## src/rtl/tod_pkg.sv

```systemverilog
// Shared types, field codes, limits and encoding helpers for the
// time-of-day counter. Assumes every field fits in one byte.
package tod_pkg;

    localparam int FIELD_W = 8;
    localparam int SEL_W   = 3;

    typedef logic [FIELD_W-1:0] field_t;

    typedef enum logic [SEL_W-1:0] {
        SEL_SEC  = 3'd0,
        SEL_MIN  = 3'd1,
        SEL_HOUR = 3'd2,
        SEL_WDAY = 3'd3,
        SEL_MDAY = 3'd4,
        SEL_MON  = 3'd5,
        SEL_YEAR = 3'd6,
        SEL_NONE = 3'd7
    } fsel_e;

    localparam field_t SEC_LAST     = field_t'(59);
    localparam field_t MIN_LAST     = field_t'(59);
    localparam field_t HOUR24_LAST  = field_t'(23);
    localparam field_t HOUR12_PRE   = field_t'(11);
    localparam field_t HOUR12_TOP   = field_t'(12);
    localparam field_t WDAY_LAST    = field_t'(7);
    localparam field_t MON_LAST     = field_t'(12);
    localparam field_t YEAR_LAST    = field_t'(99);
    localparam field_t LEAP_STEP    = field_t'(4);
    localparam field_t ZERO_BASE    = field_t'(0);
    localparam field_t ONE_BASE     = field_t'(1);

    // Packed BCD byte to binary value.
    function automatic field_t bcd_to_bin(field_t b);
        return field_t'(b[7:4]) * field_t'(10) + field_t'(b[3:0]);
    endfunction

    // Binary value below 100 to packed BCD byte.
    function automatic field_t bin_to_bcd(field_t v);
        field_t tens;
        field_t ones;
        tens = v / field_t'(10);
        ones = v % field_t'(10);
        return {tens[3:0], ones[3:0]};
    endfunction

    // Stored byte to binary value under the selected encoding.
    function automatic field_t decode(field_t raw, logic bin);
        return bin ? raw : bcd_to_bin(raw);
    endfunction

    // Binary value to stored byte under the selected encoding.
    function automatic field_t encode(field_t v, logic bin);
        return bin ? v : bin_to_bcd(v);
    endfunction

endpackage

```

## src/rtl/tod_wrap_field.sv

```systemverilog
// One wrapping field of the counter. When stepped, it moves to the next
// value, or back to `first` once the value is at or past `last`, and then
// raises carry. Comparison happens on the decoded value, so binary and BCD
// wrap at the same point. Assumes `first` and `last` are binary values.
module tod_wrap_field
    import tod_pkg::*;
(
    input  field_t cur,
    input  field_t first,
    input  field_t last,
    input  logic   bin_mode,
    input  logic   step,
    output field_t nxt,
    output logic   carry
);

    field_t val;
    logic   at_end;

    // Next-value and carry selection for this field.
    always_comb begin
        val    = decode(cur, bin_mode);
        at_end = (val >= last);
        carry  = step && at_end;
        if (!step) begin
            nxt = cur;
        end else if (at_end) begin
            nxt = encode(first, bin_mode);
        end else begin
            nxt = encode(val + ONE_BASE, bin_mode);
        end
    end

endmodule

```

## src/rtl/tod_hour_step.sv

```systemverilog
// Hours field stepping for both clock formats. 24-hour: 0..23, wrapping to
// 0 with a day carry. 12-hour: bit 7 is the PM flag. The sequence is 12,1..11,
// and 11->12 flips the flag. The day carry comes only when the flag goes from
// PM to AM. Assumes hour bits 6:0 hold a value in the current encoding.
module tod_hour_step
    import tod_pkg::*;
(
    input  field_t cur,
    input  logic   bin_mode,
    input  logic   h24_mode,
    input  logic   step,
    output field_t nxt,
    output logic   carry
);

    field_t     hv;
    field_t     inc_enc;
    logic [6:0] inc7;
    logic [6:0] one7;
    logic [6:0] twelve7;
    logic       pm;

    // Hour successor and day carry under the selected format.
    always_comb begin
        pm      = cur[7];
        hv      = decode({1'b0, cur[6:0]}, bin_mode);
        inc_enc = encode(hv + ONE_BASE, bin_mode);
        inc7    = 7'(inc_enc);
        one7    = 7'(encode(ONE_BASE, bin_mode));
        twelve7 = 7'(encode(HOUR12_TOP, bin_mode));
        nxt     = cur;
        carry   = 1'b0;
        if (step) begin
            if (h24_mode) begin
                if (hv >= HOUR24_LAST) begin
                    nxt   = encode(ZERO_BASE, bin_mode);
                    carry = 1'b1;
                end else begin
                    nxt = inc_enc;
                end
            end else begin
                if (hv == HOUR12_PRE) begin
                    nxt   = {~pm, twelve7};
                    carry = pm;
                end else if (hv >= HOUR12_TOP) begin
                    nxt = {pm, one7};
                end else begin
                    nxt = {pm, inc7};
                end
            end
        end
    end

endmodule

```

## src/rtl/tod_month_len.sv

```systemverilog
// Last day of the month from the stored month and year bytes. A year is
// a leap year when its two-digit value is a multiple of four. Assumes the
// month holds 1..12; any other value is treated as a 31-day month.
module tod_month_len
    import tod_pkg::*;
(
    input  field_t mon_raw,
    input  field_t year_raw,
    input  logic   bin_mode,
    output field_t last_day
);

    field_t mon;
    field_t yr;
    logic   leap;

    // Month length lookup with leap-year February.
    always_comb begin
        mon  = decode(mon_raw, bin_mode);
        yr   = decode(year_raw, bin_mode);
        leap = ((yr % LEAP_STEP) == ZERO_BASE);
        case (mon)
            field_t'(2):  last_day = leap ? field_t'(29) : field_t'(28);
            field_t'(4),
            field_t'(6),
            field_t'(9),
            field_t'(11): last_day = field_t'(30);
            default:      last_day = field_t'(31);
        endcase
    end

endmodule

```

## src/rtl/tod_calendar.sv

```systemverilog
// Time-of-day and calendar counter. Each accepted second pulse advances all
// fields, and the carries ripple through the whole chain combinationally
// ahead of one register rank. Writes take priority over pulses. Freeze
// discards pulses. Assumes the encoding and hour format stay fixed between
// full reloads of the fields.
module tod_calendar
    import tod_pkg::*;
(
    input  logic               clk,
    input  logic               rst_n,
    input  logic               sec_tick,
    input  logic               freeze,
    input  logic               bin_mode,
    input  logic               h24_mode,
    input  logic               wr_en,
    input  logic [SEL_W-1:0]   wr_sel,
    input  logic [FIELD_W-1:0] wr_data,
    output logic [FIELD_W-1:0] sec_o,
    output logic [FIELD_W-1:0] min_o,
    output logic [FIELD_W-1:0] hour_o,
    output logic [FIELD_W-1:0] wday_o,
    output logic [FIELD_W-1:0] mday_o,
    output logic [FIELD_W-1:0] mon_o,
    output logic [FIELD_W-1:0] year_o
);

    field_t sec_q, min_q, hour_q, wday_q, mday_q, mon_q, year_q;
    field_t sec_n, min_n, hour_n, wday_n, mday_n, mon_n, year_n;
    field_t mday_last;
    logic   c_sec, c_min, c_hour, c_wday, c_mday, c_mon, c_year;
    logic   advance;
    logic   unused_carries;

    assign advance        = sec_tick && !freeze && !wr_en;
    assign unused_carries = c_wday ^ c_year;

    tod_wrap_field u_sec (
        .cur      ({1'b0, sec_q[6:0]}),
        .first    (ZERO_BASE),
        .last     (SEC_LAST),
        .bin_mode (bin_mode),
        .step     (advance),
        .nxt      (sec_n),
        .carry    (c_sec)
    );

    tod_wrap_field u_min (
        .cur      (min_q),
        .first    (ZERO_BASE),
        .last     (MIN_LAST),
        .bin_mode (bin_mode),
        .step     (c_sec),
        .nxt      (min_n),
        .carry    (c_min)
    );

    tod_hour_step u_hour (
        .cur      (hour_q),
        .bin_mode (bin_mode),
        .h24_mode (h24_mode),
        .step     (c_min),
        .nxt      (hour_n),
        .carry    (c_hour)
    );

    tod_wrap_field u_wday (
        .cur      (wday_q),
        .first    (ONE_BASE),
        .last     (WDAY_LAST),
        .bin_mode (bin_mode),
        .step     (c_hour),
        .nxt      (wday_n),
        .carry    (c_wday)
    );

    tod_month_len u_mlen (
        .mon_raw  (mon_q),
        .year_raw (year_q),
        .bin_mode (bin_mode),
        .last_day (mday_last)
    );

    tod_wrap_field u_mday (
        .cur      (mday_q),
        .first    (ONE_BASE),
        .last     (mday_last),
        .bin_mode (bin_mode),
        .step     (c_hour),
        .nxt      (mday_n),
        .carry    (c_mday)
    );

    tod_wrap_field u_mon (
        .cur      (mon_q),
        .first    (ONE_BASE),
        .last     (MON_LAST),
        .bin_mode (bin_mode),
        .step     (c_mday),
        .nxt      (mon_n),
        .carry    (c_mon)
    );

    tod_wrap_field u_year (
        .cur      (year_q),
        .first    (ZERO_BASE),
        .last     (YEAR_LAST),
        .bin_mode (bin_mode),
        .step     (c_mon),
        .nxt      (year_n),
        .carry    (c_year)
    );

    // Field registers: reset, then software write, then a second step.
    always_ff @(posedge clk) begin
        if (!rst_n) begin
            sec_q  <= ZERO_BASE;
            min_q  <= ZERO_BASE;
            hour_q <= ZERO_BASE;
            wday_q <= ONE_BASE;
            mday_q <= ONE_BASE;
            mon_q  <= ONE_BASE;
            year_q <= ZERO_BASE;
        end else if (wr_en) begin
            case (fsel_e'(wr_sel))
                SEL_SEC:  sec_q  <= {1'b0, wr_data[6:0]};
                SEL_MIN:  min_q  <= wr_data;
                SEL_HOUR: hour_q <= wr_data;
                SEL_WDAY: wday_q <= wr_data;
                SEL_MDAY: mday_q <= wr_data;
                SEL_MON:  mon_q  <= wr_data;
                SEL_YEAR: year_q <= wr_data;
                default:  ;
            endcase
        end else if (advance) begin
            sec_q  <= sec_n;
            min_q  <= min_n;
            hour_q <= hour_n;
            wday_q <= wday_n;
            mday_q <= mday_n;
            mon_q  <= mon_n;
            year_q <= year_n;
        end
    end

    assign sec_o  = sec_q;
    assign min_o  = min_q;
    assign hour_o = hour_q;
    assign wday_o = wday_q;
    assign mday_o = mday_q;
    assign mon_o  = mon_q;
    assign year_o = year_q;

endmodule

```

## config.mk

```make
export PLATFORM = sky130hd
export DESIGN_NAME = tod_calendar
export DESIGN_NICKNAME = d
export VERILOG_FILES = /design/src/rtl/tod_pkg.sv /design/src/rtl/tod_wrap_field.sv /design/src/rtl/tod_hour_step.sv /design/src/rtl/tod_month_len.sv /design/src/rtl/tod_calendar.sv
export SDC_FILE = /design/constraint.sdc
export NUM_CORES = 1
export LEC_CHECK = 0
export BUFFER_PORTS_ARGS = -buffer_cell sky130_fd_sc_hd__buf_2
export CORE_ASPECT_RATIO = 2
export CORE_MARGIN = 1.5
export CORE_UTILIZATION = 55
export DETAILED_ROUTE_END_ITERATION = 7
export PLACE_DENSITY_LB_ADDON = 0.1
export SYNTH_ARGS = -nofsm -noshare
export SYNTH_HDL_FRONTEND = slang
export SYNTH_SLANG_ARGS = --single-unit
```

## constraint.sdc

```tcl
create_clock -name clk -period 8.6 [get_ports clk]
set_input_delay 1.29 -clock clk [delete_from_list [all_inputs] [get_ports clk]]
set_output_delay 1.29 -clock clk [all_outputs]
set_load 0.03 [all_outputs]
```

==> impl_metrics.tcl, run 1 <==
set metrics [dict create \
    crit_required_ps 8820 \
    post-cts-setup-buffers 0 \
    layout_setup_ws_ps 1850 \
    wl_um 35000 \
    gp_congestion 0.911 \
    synth_edf_count 0 \
    cts.clk_slew.worst_paths_ps 80 \
    cp_max_fo 81 \
    p_per_area_nw_per_um2 94.8 \
    synth_top_area_frac 0.101 \
    holdCritPathClass "flip-flop to flip-flop" \
    synth.distinct_cells 119 \
    rsz0062_at_grt "false" \
    fin_worst_skew_ps 5.22 \
    yosysMostFrequentCell "nand2_1" \
    crit_arrival_ps 6980 \
    tightest_slew_ps 1030 \
    clk_latency_ps 310 \
    outcome "finished clean" \
    placementRows 73 \
    initial_core_util 0.560 \
    max-vdd-ir-drop_v 0.0000883 \
    hold_viol 0 \
    max_clock_freq_mhz 148 \
    fin_crit_sh 0.785 \
    grt_pass1_wl_um 56100 \
    root_buffer "clkbuf_16" \
    synthCells 1494 \
    yosys_warnings 0 \
    path_class "input port to flip-flop" \
    ctsLongestPathBuffers 2 \
    layout-drive-gt1-share 0.122 \
    pre_cts_ws_ps 1710 \
    wl_per_cell_um 19.7 \
    vias 12000 \
    leakage_uw 0.00477 \
    ys.flop_type "dfxtp_1" \
    synthTopCellsByArea "dfxtp_1 (10%), ha_1 (9.5%), nand2_1 (4.7%), o21ai_0 (4.3%), xnor2_1 (4.3%)" \
    antenna_found_initial 0 \
    grt_start_max_net_pins 82 \
    synthTopCellsByCount "nand2_1 (140), o21ai_0 (96), nor2_1 (94)" \
    antennaDiodeCount 0 \
    core_sq_um 19800 \
    cp_slowest_cell "buf_4" \
    async_flop_share 0 \
    nNetsFinal 1625 \
    hold_buffers 0 \
    grt-ovfl-total 0 \
    syn2layout_area_growth_pct 5.18 \
    syn_nets 1608 \
    drv_slew 0 \
    drcViolationCount 0 \
    syn_area_per_cell_sq_um 7.43 \
    die_w_um 103 \
    ys_seq_area_frac 0.101 \
    fin_crit_ps 6750 \
    cts_htree_levels 2 \
    synth_area_sq_um 11100 \
    cts_tree "done" \
    num_io_pins 74 \
    cts_sinks 56 \
    synth.largest_area_cell "dfxtp_1" \
    numCtsBuffers 5 \
    critical_path.startpoint_type "input port" \
    port-buffer-count 73 \
    critical-path-max-stage-delay_ps 640 \
    slew_headroom 0.310 \
    ys_ff_latch 56 \
    vias_per_cell 6.79 \
    first_global_vias 11800 \
    cts-resized-gates 0 \
    die_y_um 204 \
    finalSetupTns_ps 0 \
    crit_path_end_kind "flip-flop" \
    drt_iter0_drc 600 \
    final_antenna_net_count 0 \
    path_cells "buf_4 > inv_2 > buf_4 > o211ai_2 > and3_1 > nand3b_1 > xnor2_1 > ha_1 > a22oi_1 > a31oi_1 > o211a_1 > o31ai_1 > and2b_4 > xnor2_2 > o2111ai_1 > nor2b_1 > ha_1 > o211a_1 > o41ai_2" \
    die_area_sq_um 21100 \
    grt_usage 0.331 \
    drt_first_pass_iters 6 \
    setup_viol 0 \
    dp_hpwl_um 27200 \
    drv_cap 0 \
]
-- final timing paths --
path	endpoint	start	cells after the start	slack (ps)
worst max-delay path	mday_o[3]	bin_mode	19	1850
worst min-delay path	sec_o[7]	sec_o[7]	2	430
worst max register to register	year_o[3]	year_o[7]	22	2590
worst min register to register	sec_o[7]	sec_o[7]	2	430
-- final cells by class --
type,count,area [sq um]
inverters,66,248
repair buffers,81,428
clock buffers,6,139
fillers,1963,8150
clock inverters,2,38.8
multi-input cells,1301,9370
flip-flops and latches,56,1120
well taps,262,328
-- critical path: cells and delay by family --
family | cells | cell delay (ps)
buffers and inverters | 3 | 1440
and+or+nand+nor | 4 | 1100
AOI/OAI and AO/OA | 8 | 1890
adders and majority gates | 2 | 550
xor gates and xnor gates | 2 | 620
-- cell usage in the layout, fill, tap and decap left out, drive strengths merged, types with 23 or more instances in the layout --
cell    synthesis  routed
a211oi         27      27
a21oi          78      78
a31oi          43      43
and3           23      23
buf            28      81
dfxtp          56      56
ha             84      84
inv            66      66
mux2i          25      25
nand2         140     140
nand3          49      49
nor2           96      96
nor2b          25      25
nor3           37      37
o211ai         50      50
o21ai         118     118
xnor2          57      57
-- stage by stage --
step | power (uW) | util | instance area (sq um) | hold WS [ps] | instances
CTS | 1100 | 0.589 | 11700 | 435 | 1774
global route | 1170 | 0.589 | 11700 | 460 | 1774
global placement | 833 | 0.580 | 11500 | 419 | 1766
finish | 1110 | 0.589 | 11700 | 430 | 1774
floorplan | 717 | - | 11100 | 559 | 1494
detailed placement | 838 | 0.580 | 11500 | 419 | 1766
-- cells by family (layout without fill, tap and decap cells) --
logic type	after synthesis	in the layout	share of synthesized area
mux	41	41	0.0403
xor+xnor	79	79	0.0644
fa+ha+maj	101	101	0.121
flops	56	56	0.101
simple gates	530	530	0.252
buf+inv	137	155	0.0555
compound gates	550	550	0.365
-- layer usage --
layer | global-route usage | part of all wire
met2 | 0.645 | 0.54
met1 | 0.315 | 0.35
met4 | 0.205 | 0.065
met5 | 0 | 0
met3 | 0.0311 | 0.037
-- state kept, by name, indices dropped and copies added, names as in the netlist --
signal	count
min_o	8
year_o	8
wday_o	8
hour_o	8
mday_o	8
mon_o	8
sec_o	8
-- where the power goes --
group | switching, uW | internal, uW
clock network | 116 | 147
logic | 350 | 203
registers | 21.4 | 269
(Power assumes the default switching activity.)
==> run 2, diff against run 1 <==
--- a/config.mk
+++ b/config.mk
@@ -5,6 +5,7 @@
 export SDC_FILE = /design/constraint.sdc
 export NUM_CORES = 1
 export LEC_CHECK = 0
+export ABC_AREA = 1
 export BUFFER_PORTS_ARGS = -buffer_cell sky130_fd_sc_hd__buf_2
 export CORE_ASPECT_RATIO = 2
 export CORE_MARGIN = 1.5
==> constraint.sdc (replaced) <==
create_clock -name clk -period 6.6 [get_ports clk]
set_input_delay 0.99 -clock clk [delete_from_list [all_inputs] [get_ports clk]]
set_output_delay 0.99 -clock clk [all_outputs]
set_load 0.03 [all_outputs]
==> run 2 against run 1 <==
- routed wire length is 24% lower
- largest cell class unchanged
- clock power rose by 7.6%
- sequential power rose by 33%
- utilization rose by 1.1 points
- critical path depth increased by 14
- flip-flop and latch count unchanged
- via count fell by 11%
- sequential share of layout area rose by 1.2 points
==> impl_metrics.tcl, run 2 <==
set metrics [dict create \
    outcome "finished clean" \
    drcViolationCount 0 \
    nNetsFinal 1857 \
    port-buffer-count 73 \
    cts_sinks 56 \
    num_io_pins 74 \
    yosys_warnings 0 \
    syn_area_per_cell_sq_um 5.76 \
    async_flop_share 0 \
    layout-drive-gt1-share 0.141 \
    crit_path_end_kind "flip-flop" \
    drv_cap 0 \
    synth_edf_count 0 \
    crit_required_ps 6840 \
    slew_headroom 0.463 \
    synthTopCellsByCount "nand2_1 (504), inv_1 (243), nand3_1 (174)" \
    synth_top_area_frac 0.194 \
    wl_um 26600 \
    path_class "flip-flop to flip-flop" \
    fin_worst_skew_ps 4.79 \
    synth_area_sq_um 9730 \
    core_sq_um 17300 \
    placementRows 68 \
    multi_input_area_sq_um 7370 \
    syn2layout_area_growth_pct 6.47 \
    layout_commonest_cell "nand2_1" \
    fin_crit_sh 0.757 \
    die_w_um 97.0 \
    ctsLongestPathBuffers 2 \
    cp_slowest_cell "dfxtp_1" \
    post-cts-setup-buffers 0 \
    cts.clk_slew.worst_paths_ps 80 \
    antennaDiodeCount 0 \
    vias 10700 \
    grt_start_max_net_pins 55 \
    drt_iter0_drc 427 \
    setup_viol 0 \
    critical_path.startpoint_type "flip-flop" \
    antenna_found_initial 0 \
    cts-resized-gates 0 \
    leakage_uw 0.00585 \
    fin_crit_ps 5000 \
    crit_top_cell "nand2_1" \
    ys.flop_type "dfxtp_1" \
    tightest_slew_ps 806 \
    synthCells 1688 \
    nFillCells 1853 \
    die_area_sq_um 18500 \
    critPathBufInv 3 \
    wl_per_cell_um 13.6 \
    final_antenna_net_count 0 \
    first_global_vias 10000 \
    hold_buffers 0 \
    root_buffer "clkbuf_16" \
    syn_nets 1803 \
    critical-path-max-stage-delay_ps 450 \
    ys_ff_latch 56 \
    vias_per_cell 5.46 \
    hold_viol 0 \
    synth.largest_area_cell "nand2_1" \
    drt_first_pass_iters 7 \
    initial_core_util 0.563 \
    die_y_um 191 \
    dp_hpwl_um 21800 \
    synth.distinct_cells 57 \
    numCtsBuffers 5 \
    p_per_area_nw_per_um2 162 \
    finalSetupTns_ps 0 \
    max-vdd-ir-drop_v 0.0000994 \
    crit_arrival_ps 5240 \
    grt_usage 0.284 \
    gp_congestion 0.890 \
    cp_max_fo 6 \
    critPathTopFamily "simple AND/OR/NAND/NOR gates" \
    max_clock_freq_mhz 200 \
    rsz0062_at_grt "false" \
    holdCritPathClass "flip-flop to flip-flop" \
    mostFrequentLayoutCells "nand2_1 (504), inv_1 (243), nand3_1 (174)" \
    power_uw 1670 \
    yosysMostFrequentCell "nand2_1" \
    cts_htree_levels 2 \
    regArea_sq_um 1120 \
    synthTopCellsByArea "nand2_1 (19%), dfxtp_1 (12%), ha_1 (11%), inv_1 (9.4%), nand3_1 (9.0%)" \
    drv_slew 0 \
    clk_latency_ps 300 \
    grt-ovfl-total 0 \
    grt_pass1_wl_um 44100 \
    ys_seq_area_frac 0.115 \
    cts_tree "done" \
]
-- run 2: power by group --
part	switching, uW	total [uW]	internal [uW]
logic	666	1000	338
registers	32.7	388	356
clock network	138	283	145
-- run 2: final timing paths --
| check | cells after the start | from | slack [ps] | to |
|---|---|---|---|---|
| worst min-delay path | 2 | sec_o[7] | 460 | sec_o[7] |
| worst min register to register | 2 | sec_o[7] | 460 | sec_o[7] |
| worst max-delay path | 33 | mday_o[7] | 1600 | mday_o[3] |
| worst max register to register | 33 | mday_o[7] | 1600 | mday_o[3] |
-- run 2: worst min-delay path: stages, from the launching register on --
cell and delay, ps:
dfxtp_1 320, nand2_1 60, nor2_1 40
-- run 2: area by class of cell --
type	count	area share
clock inverter	3	0.00266
tap	210	0.0254
clock buffer	5	0.0121
multi-input combinational	1324	0.711
timing repair buffer	80	0.0403
sequential	56	0.108
inverter	275	0.100
-- run 2: metal layers --
layer | share of wire | vias to the layer above | wire [um] | global-route usage
met4 | 0.045 | 0 | 1210 | 0.140
met3 | 0.028 | 72 | 743 | 0.0252
met5 | 0 | - | 0 | 0
met2 | 0.55 | 200 | 14600 | 0.586
li1 | - | 5541 | - | -
met1 | 0.38 | 4853 | 10000 | 0.273
-- run 2: logic make-up after synthesis --
kind of cell | Yosys count | synth area share
buffers and inverters | 308 | 0.128
and+or+nand+nor | 952 | 0.447
AOI/OAI and AO/OA | 244 | 0.147
adders and majority gates | 97 | 0.134
xor gates and xnor gates | 31 | 0.0301
DFF | 56 | 0.115
-- run 2: per-stage QoR --
| step | utilization | std cells | setup slack [ps] | cell area [sq um] | hold slack [ps] |
|---|---|---|---|---|---|
| after detailed placement | 0.591 | 1945 | 1380 | 10200 | 448 |
| after floorplan | - | 1688 | 1860 | 9730 | 566 |
| after global routing | 0.600 | 1953 | 1100 | 10400 | 490 |
| final | 0.600 | 1953 | 1600 | 10400 | 461 |
| after global placement | 0.591 | 1945 | 1520 | 10200 | 428 |
| after CTS | 0.600 | 1953 | 1610 | 10400 | 463 |
==> run 3, diff against run 2 <==
==> constraint.sdc (replaced) <==
create_clock -name clk -period 4.09 [get_ports clk]
set_input_delay 0.6135 -clock clk [delete_from_list [all_inputs] [get_ports clk]]
set_output_delay 0.6135 -clock clk [all_outputs]
set_load 0.03 [all_outputs]
==> run 3 against run 2 <==
- power up 140%
- final area up 46%
- the run now ends with negative setup slack left
- sequential power up 55%
- utilization up 28 points
- via count up 26%
- non-clock buffer count up 335
- clock power up 79%
- combinational power rose to 2.8 times the previous value
- die area unchanged
- maximum frequency up 10%
- register-to-register slack worse by 2000 ps
- largest power group unchanged
- worst hold slack better by 19 ps
==> impl_metrics.tcl, run 3 (synthesis gave the netlist of run 2 again) <==
set metrics [dict create \
    cts_tree "done" \
    cts_htree_levels 2 \
    clk_latency_ps 300 \
    cts.clk_slew.worst_paths_ps 70 \
    num_io_pins 74 \
    slew_headroom 0.388 \
    drv_cap 0 \
    pre_cts_ws_ps -316 \
    layout_commonest_cell "nand2_1" \
    syn2layout_area_growth_pct 55.7 \
    wl_per_cell_um 16.6 \
    core_sq_um 17300 \
    fin_crit_ps 4540 \
    ctsLongestPathBuffers 2 \
    fin_cells 2288 \
    grt_start_max_net_pins 55 \
    fin_worst_skew_ps 5.84 \
    crit_arrival_ps 4770 \
    layout-drive-gt1-share 0.477 \
    outcome "finished, violations left" \
    nFillCells 950 \
    fin_crit_sh 1.11 \
    p_per_area_nw_per_um2 260 \
    gp_congestion 0.917 \
    drt_first_pass_iters 7 \
    vias 13400 \
    die_y_um 191 \
    grt_pass1_wl_um 53500 \
    tightest_slew_ps 918 \
    vias_per_cell 5.87 \
    placementRows 68 \
    mostFrequentLayoutCells "nand2_1 (350), buf_4 (314), inv_1 (200)" \
    drt_iter0_drc 816 \
    final_antenna_net_count 0 \
    dp.cells 2203 \
    root_buffer "clkbuf_16" \
    die_w_um 97.0 \
    multi_input_area_sq_um 9450 \
    antennaDiodeCount 0 \
    drcViolationCount 0 \
    cp_slowest_cell "ha_1" \
    die_area_sq_um 18500 \
    holdCritPathClass "flip-flop to flip-flop" \
    hold_buffers 0 \
    cts_sinks 56 \
    holdWs_ps 481 \
    dp_hpwl_um 24700 \
    crit_top_cell "nand2_1" \
    nNetsFinal 2192 \
    finalSetupTns_ps -7110 \
    max-vdd-ir-drop_v 0.000199 \
    initial_core_util 0.563 \
    antenna_found_initial 0 \
    hold_viol 0 \
    layout_setup_ws_ps -447 \
    drv_slew 0 \
    critical-path-max-stage-delay_ps 410 \
    path_class "flip-flop to flip-flop" \
    grt-ovfl-total 0 \
    crit_required_ps 4320 \
    first_global_vias 12500 \
    leakage_uw 0.00796 \
    numCtsBuffers 5 \
    setup_viol 32 \
    cp_max_fo 6 \
    grt_usage 0.343 \
    max_clock_freq_mhz 220 \
    critical_path.startpoint_type "flip-flop" \
    regArea_sq_um 1190 \
    violations "negative setup slack" \
    port-buffer-count 73 \
    crit_path_end_kind "flip-flop" \
    wl_um 37900 \
    rsz0062_at_grt "true" \
]
-- run 3: changes by cell type in the layout (fill, tap and decap cells not counted), sizes merged --
| cell | previous run | this run |
|---|---|---|
| buf | 80 | 415 |
| bufinv | 0 | 1 |
| clkinv | 8 | 6 |
| inv | 269 | 270 |
-- run 3: layer usage --
metal | part of all wire | GRT usage
met1 | 0.33 | 0.306
met2 | 0.53 | 0.702
met3 | 0.056 | 0.0373
met4 | 0.085 | 0.229
met5 | 0 | 0
-- run 3: power breakdown --
group / internal (uW) / switching, uW / total, uW
Clock: 289 / 218 / 506
Sequential: 573 / 28.7 / 601
Combinational: 1170 / 1670 / 2840
-- run 3: area by class of cell --
cell class	count	share of cell area
inverters	275	0.0695
repair buffers	415	0.200
well taps	210	0.0173
flip-flops and latches	56	0.0783
multi-input cells	1324	0.624
clock buffers	5	0.00826
clock inverters	3	0.00281
-- run 3: final timing paths --
path | from | end | slack, ps | depth (start not counted)
setup / recovery | mday_o[4] | mday_o[1] | -450 | 34
hold / removal | sec_o[7] | sec_o[7] | 480 | 2
setup reg to reg | mday_o[4] | mday_o[1] | -450 | 34
hold reg to reg | sec_o[7] | sec_o[7] | 480 | 2
-- run 3: per-stage QoR --
stage | power, uW | instance area [sq um] | util
after global placement | 2570 | 12500 | 0.721
after floorplan | 1980 | 10000 | -
after global routing | 4190 | 15100 | 0.877
after CTS | 3400 | 13700 | 0.795
final | 3940 | 15100 | 0.877
after detailed placement | 2610 | 12500 | 0.721
-- run 3: repair_timing --
item	4_1_cts	5_1_grt
resized for setup	199	318
buffers inserted	44	39
pin swaps	174	225
cloned	1	0
endpoints found under the setup margin	39	42
-- run 3: worst max-delay path: cells and delay by family (launching register included) --
| kind | cells | cell delay (ps) |
|---|---|---|
| simple gates | 22 | 2060 |
| buf+inv | 8 | 1050 |
| flops | 1 | 350 |
| fa+ha+maj | 2 | 680 |
| compound gates | 2 | 280 |
